File: src/rtl/pidx_intc.sv
module pidx_intc #(
  parameter int NUM_IRQ = 64,
  parameter int ADDR_W  = 13
) (
  input  logic               clk,
  input  logic               rst_n,
  input  logic [NUM_IRQ-1:0] irq_in,
  input  logic               bus_we,
  input  logic [ADDR_W-1:0]  bus_addr,
  input  logic [31:0]        bus_wdata,
  output logic [31:0]        bus_rdata,
  output logic               host_irq
);
  localparam int A_GEN  = 'h10;
  localparam int A_SCLR = 'h24;
  localparam int A_ESET = 'h28;
  localparam int A_ECLR = 'h2C;
  localparam int A_HSET = 'h34;
  localparam int A_HCLR = 'h38;
  localparam int A_PRIO = 'h80;
  localparam int B_STAT = 'h280;
  localparam int B_ENCL = 'h380;
  localparam int B_CMAP = 'h400;
  localparam int B_POL  = 'hD00;
  localparam int B_TYP  = 'hD80;
  localparam int A_HEN  = 'h1500;

  logic [NUM_IRQ-1:0] s1, s2, s3, pol_q, typ_q, stat_q, en_q;
  logic [NUM_IRQ-1:0] lvl, edg, hit, pend, sclr_m, eset_m, eclr_m;
  logic [7:0]         chan_q [NUM_IRQ];
  logic               gen_q, hen_q, none;
  logic [9:0]         best, widx;
  logic [7:0]         bch;

  assign widx = bus_wdata[9:0];
  function automatic logic wr_at(input int off);
    return bus_we && (bus_addr == ADDR_W'(off));
  endfunction

  assign lvl  = ~(s2 ^ pol_q);
  assign edg  = (s2 ^ s3) & lvl;
  assign hit  = (typ_q & edg) | (~typ_q & lvl);
  assign pend = stat_q & en_q;
  assign host_irq = gen_q & hen_q & ~none;

  always_comb begin
    for (int i = 0; i < NUM_IRQ; i++) begin
      sclr_m[i] = (wr_at(A_SCLR) && widx == 10'(i)) ||
                  (wr_at(B_STAT + 4*(i/32)) && bus_wdata[i%32]);
      eset_m[i] = wr_at(A_ESET) && widx == 10'(i);
      eclr_m[i] = (wr_at(A_ECLR) && widx == 10'(i)) ||
                  (wr_at(B_ENCL + 4*(i/32)) && bus_wdata[i%32]);
    end
  end

  always_ff @(posedge clk or negedge rst_n) begin
    if (!rst_n) begin
      s1 <= '0; s2 <= '0; s3 <= '0;
      stat_q <= '0; en_q <= '0; pol_q <= '0; typ_q <= '0;
      gen_q <= 1'b0; hen_q <= 1'b0;
      for (int i = 0; i < NUM_IRQ; i++) chan_q[i] <= '0;
    end else begin
      s1 <= irq_in; s2 <= s1; s3 <= s2;
      stat_q <= hit | (stat_q & ~sclr_m);
      en_q   <= (en_q | eset_m) & ~eclr_m;
      if (wr_at(A_GEN)) gen_q <= bus_wdata[0];
      if (wr_at(A_HEN)) hen_q <= bus_wdata[0];
      else if (wr_at(A_HSET) && widx == 10'd0) hen_q <= 1'b1;
      else if (wr_at(A_HCLR) && widx == 10'd0) hen_q <= 1'b0;
      for (int i = 0; i < NUM_IRQ; i++) begin
        if (wr_at(B_POL + 4*(i/32))) pol_q[i] <= bus_wdata[i%32];
        if (wr_at(B_TYP + 4*(i/32))) typ_q[i] <= bus_wdata[i%32];
        if (wr_at(B_CMAP + 4*(i/4))) chan_q[i] <= bus_wdata[8*(i%4) +: 8];
      end
    end
  end

  always_comb begin
    none = 1'b1;
    best = '0;
    bch  = '0;
    for (int i = 0; i < NUM_IRQ; i++) begin
      if (pend[i] && (none || chan_q[i] < bch)) begin
        none = 1'b0;
        best = 10'(i);
        bch  = chan_q[i];
      end
    end
  end

  always_comb begin
    bus_rdata = '0;
    if (bus_addr == ADDR_W'(A_GEN))  bus_rdata[0] = gen_q;
    if (bus_addr == ADDR_W'(A_HEN))  bus_rdata[0] = hen_q;
    if (bus_addr == ADDR_W'(A_PRIO)) bus_rdata = {none, 21'd0, best};
    for (int i = 0; i < NUM_IRQ; i++) begin
      if (bus_addr == ADDR_W'(B_STAT + 4*(i/32))) bus_rdata[i%32] = stat_q[i];
      if (bus_addr == ADDR_W'(B_ENCL + 4*(i/32))) bus_rdata[i%32] = en_q[i];
      if (bus_addr == ADDR_W'(B_POL + 4*(i/32)))  bus_rdata[i%32] = pol_q[i];
      if (bus_addr == ADDR_W'(B_TYP + 4*(i/32)))  bus_rdata[i%32] = typ_q[i];
      if (bus_addr == ADDR_W'(B_CMAP + 4*(i/4)))  bus_rdata[8*(i%4) +: 8] = chan_q[i];
    end
  end


  host_gate_chk: assert property (@(posedge clk) disable iff (!rst_n)
    host_irq |-> (gen_q && hen_q && (pend != '0)));

  none_quiet_chk: assert property (@(posedge clk) disable iff (!rst_n)
    (bus_addr == ADDR_W'(A_PRIO) && bus_rdata[31]) |-> !host_irq);

  stat_cause_chk: assert property (@(posedge clk) disable iff (!rst_n)
    (stat_q & ~$past(stat_q) & ~$past(hit)) == '0);

  level_hold_chk: assert property (@(posedge clk) disable iff (!rst_n)
    (hit != '0) |=> ((stat_q & $past(hit)) == $past(hit)));

  en_clear_chk: assert property (@(posedge clk) disable iff (!rst_n)
    (eclr_m != '0) |=> ((en_q & $past(eclr_m)) == '0));
endmodule

File: config.mk
export PLATFORM = sky130hd
export DESIGN_NAME = pidx_intc
export DESIGN_NICKNAME = d
export VERILOG_FILES = /design/src/rtl/pidx_intc.sv
export SDC_FILE = /design/constraint.sdc
export NUM_CORES = 2
export LEC_CHECK = 0
export BUFFER_PORTS_ARGS = -buffer_cell sky130_fd_sc_hd__clkbuf_2
export CORE_AREA = 2 2 437 439
export DETAILED_ROUTE_END_ITERATION = 16
export DIE_AREA = 0 0 439 441
export SYNTH_ARGS = -nofsm -noshare
export SYNTH_HDL_FRONTEND = slang
export SYNTH_SLANG_ARGS = --single-unit
File: constraint.sdc
create_clock -name clk -period 125.6 [get_ports clk]
set_input_delay 18.84 -clock clk [delete_from_list [all_inputs] [get_ports clk]]
set_output_delay 18.84 -clock clk [all_outputs]
set_load 0.005 [all_outputs]
# After elaboration in Yosys (flattened, before gate mapping)
# Index checks and enable logic that the tools add are counted.
# totals
ff_bits,962
inputBits,112
out_inout_bits,33
# op_classes
order_cmp,63
n_eq_ne,95
muxes,516
n_bitwise,18
reduce_logical,609
# ops
cell,n
$mux W8,127
$mux W10,62
$lt A8 B8 Y1,63
$logic_and A1 B1 Y1,416
$and A64 B64 Y64,6
$mux W1,326
$eq A10 B6 Y1 const B,32
$not A64 Y64,4
$eq A13 B11 Y1 const B,16
$or A64 B64 Y64,3
$logic_or A1 B1 Y1,191
$eq A10 B5 Y1 const B,16
$xor A64 B64 Y64,2
$eq A10 B4 Y1 const B,8
$eq A13 B6 Y1 const B,5
$eq A13 B10 Y1 const B,4
$eq A13 B12 Y1 const B,4
$eq A10 B3 Y1 const B,4
$mux W32,1
$eq A10 B2 Y1 const B,2
$eq A13 B13 Y1 const B,1
$eq A13 B5 Y1 const B,1
$eq A13 B8 Y1 const B,1
$eq A10 B1 Y1 const B,1
4 further kinds,5

# Depth between registers and ports, before layout
# logic_depth
word_depth,295
depth_mapped,704

# Worst setup path before layout
# No wires, ideal clock.
# synth_timing
path_type,reg2out
from,register en_q[0]
to,output port bus_rdata[0]
t_arrival_ns,117.118
t_required_ns,106.760
path_slack_ns,-10.358
path_stages_with_launch,653
n_path_buf,61
cell_sequence,dfrtp_1 > and2_1 > clkbuf_1 > nand2_1 > ha_1 > o211ai_1 > a21oi_1 > nor2_1 > o31ai_1 > clkbuf_1 > nand3_1 > o21ai_0 > inv_1 > ha_1 > a21oi_1 > o221ai_1 > a21o_1 > or2_1 > [... 617 more ...] > ha_1 > a21o_1 > a21oi_1 > o21ai_0 > o21ai_0 > nor3_1 > a211o_1 > clkbuf_1 > nand2_1 > o21ai_1 > ha_1 > a21o_1 > a21o_1 > a21oi_1 > nand4_1 > a211oi_2 > o31ai_1 > a21oi_1
# synth_via
elab_chain_len,279
elab_cells_between_ends,404
classes_between,order compare (63); mux (214); bitwise (1); reduce/logical (126)
# synth_rtl
item,line_no,source
start: declaration,28,"logic [NUM_IRQ-1:0] s1, s2, s3, pol_q, typ_q, stat_q, en_q;"
start signal: assignment,65,en_q <= (en_q | eset_m) & ~eclr_m;
$and A64 B64 Y64,43,assign pend = stat_q & en_q;
$mux W8,83,if (pend[i] && (none || chan_q[i] < bch)) begin
$lt A8 B8 Y1,83,
$logic_or A1 B1 Y1,83,
$logic_and A1 B1 Y1,83,
$mux W8,83,
$lt A8 B8 Y1,83,
$logic_or A1 B1 Y1,83,
[... 249 more ...],--,
$mux W1 *,99,if (bus_addr == ADDR_W'(B_POL + 4*(i/32))) bus_rdata[i%32] = pol_q[i];
$mux W1 *,100,if (bus_addr == ADDR_W'(B_TYP + 4*(i/32))) bus_rdata[i%32] = typ_q[i];
$mux W8 * (8 in series),101,if (bus_addr == ADDR_W'(B_CMAP + 4*(i/4))) bus_rdata[8*(i%4) +: 8] = chan_q[i];
$mux W1 *,97,if (bus_addr == ADDR_W'(B_STAT + 4*(i/32))) bus_rdata[i%32] = stat_q[i];
$mux W1 *,98,if (bus_addr == ADDR_W'(B_ENCL + 4*(i/32))) bus_rdata[i%32] = en_q[i];
$mux W1 *,99,
$mux W1 *,100,
$mux W8 * (8 in series),101,
end: declaration,11,"output logic [31:0] bus_rdata,"
# Mark *: on every way between the ends. The rest lies on a longest branch, timed or not.

# Final worst setup path
# layout_timing
from,register stat_q[0]
to,output port bus_rdata[0]
# layout_via
elab_chain_len,279
elab_cells_between_ends,404
classes_between,order compare (63); mux (214); bitwise (1); reduce/logical (126)
# layout_rtl
item,line_no,source
start: declaration,28,
start signal: assignment,64,stat_q <= hit | (stat_q & ~sclr_m);
$and A64 B64 Y64,43,
$mux W8,83,
$lt A8 B8 Y1,83,
$logic_or A1 B1 Y1,83,
$logic_and A1 B1 Y1,83,
$mux W8,83,
$lt A8 B8 Y1,83,
$logic_or A1 B1 Y1,83,
[... 249 more ...],--,
$mux W1 *,99,
$mux W1 *,100,
$mux W8 * (8 in series),101,
$mux W1 *,97,
$mux W1 *,98,
$mux W1 *,99,
$mux W1 *,100,
$mux W8 * (8 in series),101,
# Marked as above.

==> impl_metrics.toml <==
[die]
core.rowCount = 160
die_h_um = 441
fp.dieW_um = 439
core-area_um2 = 189000
start_util = 0.347
ios = 145
die_area_um2 = 194000

[logic_synthesis]
synth_ff_type = "dfrtp_1"
synthDominantCellAreaShare = 0.367
synth.area.top_cells = "dfrtp_1, mux2_2, ha_1, a21oi_1, nand2_1"
netlist_top_cells_count = "dfrtp_1, mux2_2, nand2_1, a21oi_1, nor2_1"
yosys.area_share.simple = 0.152
synthXorXnorAreaFrac = 0.00398
synth_fp_nets = 7561
synth-adder-area-share = 0.0661
syn_area_um2 = 65600
ys_ff_latch = 962
synth_mux_area_frac = 0.142
synth_top_family_by_area = "compound AO/OA/AOI/OAI gates"
yosys_warnings = 0
synth.yosys.seq_area_share = 0.367
syn_area_per_cell_um2 = 9.22
async_flop_share = 1.00
yosysMostFrequentCell = "dfrtp_1"
ys_types = 136
yosys.area.top_type = "dfrtp_1"
syn_inst = 7120
synth_edf_count = 0
synth_compound_area_frac = 0.230

[timing]
finalClockSkew_ns = 0.0353
timing.setup.tns_ns = -0.629
fin_crit_ns = 125.79
fin_ws_ns = -0.192
rsz0062_at_grt = "yes"
hold_ws_ns = 0.329
slew_viol_final = 0
hold_violations = 0
maxSlewHeadroom = 0.0563
fmax_mhz = 7.95
fin_crit_sh = 1.00
setup_viol = 6
worstMarginPinSlew_ns = 1.42

[pwr]
p_per_area_nw_per_um2 = 8.47
ir_worst_vdd_mv = 0.0106
p_leak_nw = 37.7

[critical_path]
worst-r2r-cell-count = 1
crit_arrival_ns = 106.95
timing.rr.start = "s2[0]"
path_max_fanout = 9
cp-start-kind = "register"
cpMostUsedCell = "a21o_1"
r2r_slack_ns = 124.27
timing.rr.end = "stat_q[0]"
crit_path_end_kind = "output pin"
path_class = "register to output pin"
slowest_delay_ns = 0.53
slowest_stage = "a2111o_1"
required_ns = 106.76

[global_route]
grt_usage = 0.330
grt-ovfl-total = 0
grt_pass1_vias = 62030
grt_pass1_wl_um = 462000
grt_max_degree = 139
antenna_found_initial = 41

[routing]
wl_per_cell_um = 31.6
drt_iter0_markers = 9062
ant_nets = 0
vias = 66863
first_pass_iters = 10
via_per_inst = 6.38
route.detailed.drc = 0
routed_wl_um = 331000

[clocking]
clock-sinks = 962
root_buffer = "clkbuf_16"
clock_latency_ns = 0.78
cts.clk_slew.worst_paths_ns = 0.07
h-tree-depth = 3
tritoncts = "done"
hold_buffers = 0
cts_buffer_depth = 3
cts_buffers = 107

[hold_path]
holdPathStages = 0
holdCritStartpoint = "s1[20]"
hold_path_class = "register to register"
holdPathEnd = "s2[20]"

[layout]
drive_above_1_share = 0.312
areaGrowthSynthToFinish_pct = 23.8
fin_cells = 10479
nNetsFinal = 8296

[place]
place_inst = 10028
port_buffers = 144
place_congestion = 1.06
hpwl_um = 243000

[status]
status = "complete, but fails checks"
violations = "negative setup slack"

[job]
maxCapViolations = 0
[metrics by stage]
stage / setup WS (ns) / utilization / power [mW] / area [µm²]
global route: -6.03 / 0.429 / 0.702 / 81200
detailed placement: -2.69 / 0.389 / 0.349 / 73600
floorplan: 0.0191 / - / 0.326 / 66800
finish: -0.192 / 0.429 / 0.688 / 81200
CTS: 0.00696 / 0.416 / 0.688 / 78800
global placement: -0.510 / 0.389 / 0.349 / 73600
[state kept, by name, indices dropped and copies added, names as in the netlist]
name and cells:
hen_q 1, chan_q 512, s2 64, s1 64
pol_q 64, stat_q 64, s3 64, en_q 64
typ_q 64, gen_q 1
[kinds of logic after synthesis]
family,Yosys count
DFF,962
AOI/OAI and AO/OA,2171
buffers and inverters,658
adders and majority gates,351
xor gates and xnor gates,29
muxes,840
and+or+nand+nor,2109
[worst max path at each step]
stage	startpoint	to	slack (ns)	depth (start not counted)
CTS	stat_q[0]	bus_rdata[0]	0.007	633
global placement	stat_q[0]	bus_rdata[2]	-0.51	606
detailed placement	stat_q[0]	bus_rdata[2]	-2.69	607
global route	stat_q[0]	bus_rdata[0]	-6.03	641
finish	stat_q[0]	bus_rdata[0]	-0.19	621
floorplan	en_q[0]	bus_rdata[0]	0.02	669
[worst max-delay path: cells and delay by family (launching register included)]
kind	cells	cell delay [ns]
AO/OA/AOI/OAI	294	50.11
adder cells (fa/ha/maj)	61	16.44
buffers and inverters	66	8.42
flip-flops	1	0.39
multiplexers	25	6.13
AND/OR/NAND/NOR	175	24.51
[cell type report]
class | count | area (µm²)
fill | 18294 | 108000
sequential | 962 | 24100
antenna | 22 | 55.1
inverter | 284 | 1070
tap | 2511 | 3140
clock inverter | 56 | 726
clock buffer | 144 | 3020
timing repair buffer | 980 | 7170
multi-input combinational | 5520 | 42000
[per-layer routing]
metal / share of wire / up-vias / GRT usage
met1: 0.39 / 33221 / 0.425
met3: 0.11 / 1065 / 0.0843
met5: 0.00058 / - / 0
li1: - / 28363 / -
met4: 0.084 / 20 / 0.233
met2: 0.42 / 4194 / 0.482
[timing repair]
action                                  in CTS  in global routing
cloned                                      14                  8
pin swaps                                   91                209
endpoints found under the setup margin       6                  6
resized for setup                          155                361
buffers inserted                            91                116
endpoints found under the hold margin        0                  0
[power breakdown]
group	switching, mW	internal (mW)	leakage, nW	total [mW]
logic	0.0226	0.00417	23.3	0.0268
clock network	0.147	0.197	1.81	0.344
registers	0.00441	0.313	12.7	0.318
total	0.174	0.514	37.7	0.688
[placed cells by master, fill, tap and decap left out, drive strengths merged, types with 71 or more instances in the layout]
cell    netlist  routed
dfrtp       962     962
buf         116     843
mux2        721     721
nand2       678     687
a21oi       621     622
nor2        552     555
o21ai       340     341
ha          329     329
inv         284     297
clkbuf      258     281
nand3       228     228
a22oi       160     160
a21o        131     133
a221oi      119     119
mux2i       119     119
nand4       114     114
nor2b       103     103
a31oi        92      92
nor3         85      85
and2         78      79
o311ai       74      74
a211oi       71      71
Note: power is estimated with default switching activity, not from simulation.
